**src/rtl/spi_inband_irq.sv**
```systemverilog
module spi_inband_irq #(
  parameter int QUIET_CYC = 64
) (
  input  logic clk,
  input  logic rst_n,
  input  logic sck_i,
  input  logic mosi_i,
  input  logic cs_n_i,
  input  logic irq_req_i,
  input  logic irq_clr_i,
  output logic miso_pull_o,
  output logic miso_hiz_o,
  output logic pulling_o
);
  localparam int CW = $clog2(QUIET_CYC + 1);
  localparam logic [CW-1:0] QMAX = CW'(QUIET_CYC);

  logic [1:0]    sck_sy, mosi_sy, csn_sy;
  logic          sck_q, pend_q;
  logic [CW-1:0] cnt_q;

  wire sck_s   = sck_sy[1];
  wire mosi_s  = mosi_sy[1];
  wire cs_n_s  = csn_sy[1];
  wire sck_evt = sck_s ^ sck_q;
  wire restart = ~mosi_s | sck_evt | ~cs_n_s;
  wire quiet   = (cnt_q == QMAX) & ~restart;

  always_ff @(posedge clk or negedge rst_n) begin
    if (!rst_n) begin
      sck_sy  <= 2'b00;
      mosi_sy <= 2'b00;
      csn_sy  <= 2'b11;
      sck_q   <= 1'b0;
    end else begin
      sck_sy  <= {sck_sy[0], sck_i};
      mosi_sy <= {mosi_sy[0], mosi_i};
      csn_sy  <= {csn_sy[0], cs_n_i};
      sck_q   <= sck_s;
    end
  end

  always_ff @(posedge clk or negedge rst_n) begin
    if (!rst_n)              cnt_q <= '0;
    else if (restart)        cnt_q <= '0;
    else if (cnt_q != QMAX)  cnt_q <= cnt_q + 1'b1;
  end

  always_ff @(posedge clk or negedge rst_n) begin
    if (!rst_n)         pend_q <= 1'b0;
    else if (irq_clr_i) pend_q <= 1'b0;
    else if (irq_req_i) pend_q <= 1'b1;
  end

  assign miso_pull_o = pend_q & mosi_s & cs_n_s & quiet;
  assign miso_hiz_o  = ~miso_pull_o;
  assign pulling_o   = miso_pull_o;
endmodule


```
**config.mk**
```make
export PLATFORM = sky130hd
export DESIGN_NAME = spi_inband_irq
export DESIGN_NICKNAME = d
export VERILOG_FILES = /design/src/rtl/spi_inband_irq.sv
export SDC_FILE = /design/constraint.sdc
export NUM_CORES = 1
export LEC_CHECK = 0
export BUFFER_PORTS_ARGS = -buffer_cell sky130_fd_sc_hd__buf_2
export CORE_MARGIN = 3
export CORE_UTILIZATION = 45
export DETAILED_ROUTE_END_ITERATION = 8
export GPL_TIMING_DRIVEN = 0
export PLACE_DENSITY = 0.67
export REMOVE_ABC_BUFFERS = 1
export SLEW_MARGIN = 10
export SYNTH_ARGS = -nofsm -noshare
export SYNTH_HDL_FRONTEND = slang
export SYNTH_SLANG_ARGS = --single-unit
export TNS_END_PERCENT = 5
```
**constraint.sdc**
```tcl
create_clock -name clk -period 1.5 [get_ports clk]
set_input_delay 0 -clock clk [delete_from_list [all_inputs] [get_ports clk]]
set_output_delay 0 -clock clk [all_outputs]
set_load 0.05 [all_outputs]
```
==> flow_summary_export.csv <==
group,metric,value,unit
outcome,status,"finished with violations",
outcome,violations,"negative setup slack",
detailed_routing,vias_per_cell,5.24,
global_routing,grt_pass1_wl,1.96,mm
global_routing,gr-total-overflow,0,
die,die_y,43.1,um
timing,post-route-min-period,1.75,ns
detailed_routing,via_count,477,
cts,numClockSinks,15,
finish,nets,87,
place,io_buffer_count,9,
logic_synthesis,syn_inst,55,
detailed_routing,drt-wirelength-per-cell,11.8,um
cts,cts_max_level,1,
setup_path,worstPathRequired,1.50,ns
setup_path,slowest_stage,"or4_4",
timing,setup_slack,-0.248,ns
logic_synthesis,synth-seq-cells,15,
detailed_routing,drc_errors,0,
die,num_io_pins,10,
logic_synthesis,synth_seq_area_share,61.0,%
global_routing,grt_pass1_vias,452,
global_routing,grt_max_degree,16,
setup_path,critPathMaxStageDelay,0.57,ns
finish,diodes,0,
logic_synthesis,synth_area,619,sq um
setup_path,crit_family,"simple AND/OR/NAND/NOR gates",
detailed_routing,first_iter_violations,22,
finish,layout-drive-gt1-share,28.6,%
power_and_ir_drop,power_per_cell_area,856,nW/um^2
power_and_ir_drop,p_leak,0.368,nW
finish,regArea,378,sq um
cts,clock_latency,0.29,ns
timing,max_freq,572,MHz
setup_path,critical_path.cell_chain,"or4_4 -> nor2_4 -> and3_4 -> buf_8",
timing,rsz0062_at_grt,"yes",
setup_path,end_kind,"output pin",
setup_path,cp-start-kind,"flop",
timing,hold_viol_final,0,
detailed_routing,antenna_left,0,
min_path,min_path_type,"primary input to asynchronous set/reset pin",
cts,cts_root_buffer,"clkbuf_4",
die,initial_core_util,51.6,%
detailed_routing,drt_wl_total,1.08,mm
cts,clockBufferDepth,2,
setup_path,cp.buffers_inverters,1,
cts,cts_tree,"yes",
job,max-cap-violations,0,
cts,cts_buffers,3,
die,std_cell_rows,12,
logic_synthesis,avgSynthCellArea,11.3,sq um
timing,setup_viol_count_final,3,
global_routing,antenna_found_initial,0,
finish,syn_to_final_growth,32.9,%
timing,max_slew_margin,74.5,%
finish,fillCellCount,82,
global_routing,grt_use_total,14.0,%
detailed_routing,drtPass1Iterations,4,
cts,cts.clk_slew.worst_paths,0.10,ns
timing,slew_violations,0,
setup_path,cp_max_fo,3,
power_and_ir_drop,ir_drop,0.000748,V
timing,fin_crit_sh,117,%
setup_path,arrival,1.75,ns
timing,timing.setup.tns,-0.646,ns
die,design.core.area,1200,sq um
timing,hold_ws,0.130,ns
place,dpl.hpwl,703,um
logic_synthesis,yosys_warnings,0,
timing,worstMarginPinSlew,0.379,ns
setup_path,worstSetupPathType,"flop to output pin",
logic_synthesis,yosysUniqueCellTypes,19,
timing,finClkSkew,0.00699,ns
place,gp_congestion,0.814,
die,die_x,43.1,um
die,die_area,1860,sq um
finish,multiInputGateArea,231,sq um
-- logic make-up (layout without fill, tap and decap cells) --
logic type                 count (synthesis)  count (layout)  share of synthesized area [%]
AOI/OAI and AO/OA                          7               7                           5.66
and+or+nand+nor                           24              24                           21.2
buffers and inverters                      3              25                           2.43
DFF                                       15              15                           61.0
adders and majority gates                  2               2                           4.04
xor gates and xnor gates                   4               4                           5.66
-- through the flow --
stage	setup slack (ns)	cell area [sq um]	util [%]	power [W]	cells
CTS	-0.220	801	66.7	0.000708	89
finish	-0.248	823	68.5	0.000705	91
floorplan	-0.356	612	-	0.000446	54
global placement	-0.0155	674	56.1	0.000464	77
detailed placement	-0.0345	674	56.1	0.000465	77
global route	-0.300	823	68.5	0.000729	91
-- layout make-up --
cell class,count,area share [%]
Inverter,2,0.912
Clock buffer,3,2.74
Clock inverter,1,0.608
Timing Repair Buffer,19,19.6
Sequential cell,15,45.9
Tap cell,14,2.13
Multi-Input combinational cell,37,28.1
-- power breakdown --
| part | total [W] | internal [W] | switching, W | leakage [nW] |
|---|---|---|---|---|
| Clock | 0.000235 | 0.0000991 | 0.000136 | 0.0177 |
| Combinational | 0.0000423 | 0.0000227 | 0.0000196 | 0.161 |
| Sequential | 0.000427 | 0.000419 | 0.00000760 | 0.189 |
-- cell usage after synthesis (all sizes together) --
master	number	area (sq um)
dfrtp	13	325
nand3	6	30.0
nor2	5	26.3
a21oi	4	20.0
nand2	3	11.3
nor3	3	15.0
o21ai	3	15.0
and3	2	12.5
dfstp	2	52.6
ha	2	25.0
inv	2	7.51
or3	2	12.5
xnor2	2	17.5
xor2	2	17.5
and2	1	6.26
buf	1	7.51
nor4	1	6.26
or4	1	11.3
-- path summary, 6_finish.rpt --
kind | start | endpoint | slack [ns] | cells past startpoint
max reg2reg | cnt_q[3] | cnt_q[1] | 0.07 | 5
min in group clk | cs_n_i | csn_sy[0] | 0.35 | 2
min reg2reg | sck_sy[0] | sck_sy[1] | 0.36 | 0
min | rst_n | cnt_q[3] | 0.13 | 2
max | cnt_q[4] | miso_pull_o | -0.25 | 4
max in group asynchronous | rst_n | csn_sy[1] | 1.08 | 2
-- state kept, by name, indices dropped and copies added (netlist names) --
name / count
mosi_sy: 2
sck_q: 1
csn_sy: 2
sck_sy: 2
pend_q: 1
cnt_q: 7
-- layer usage --
layer,vias to the layer above,track usage (%),part of all wire [%]
met4,0,9.04,1.6
met3,4,2.54,4.4
met2,13,18.6,46
li1,237,-,-
met5,-,0,0
met1,223,20.4,47
-- timing repair --
action,in CTS,in global routing
setup endpoints to repair,3,3
pin swaps,0,3
resized for setup,7,2
cloned,0,0
hold endpoints to repair,19,0
setup buffers,2,2
hold buffers,6,0
-- cells in the final DEF, fill, tap and decap left out, drive strengths merged, types with 3 or more instances in the layout --
cell type and count:
o21ai 3, buf 13, dfrtp 13, nor2 5
clkbuf 3, nor3 3, nand2 3, a21oi 4
dlygate4sd3 6, nand3 6
(Power assumes the default switching activity.)
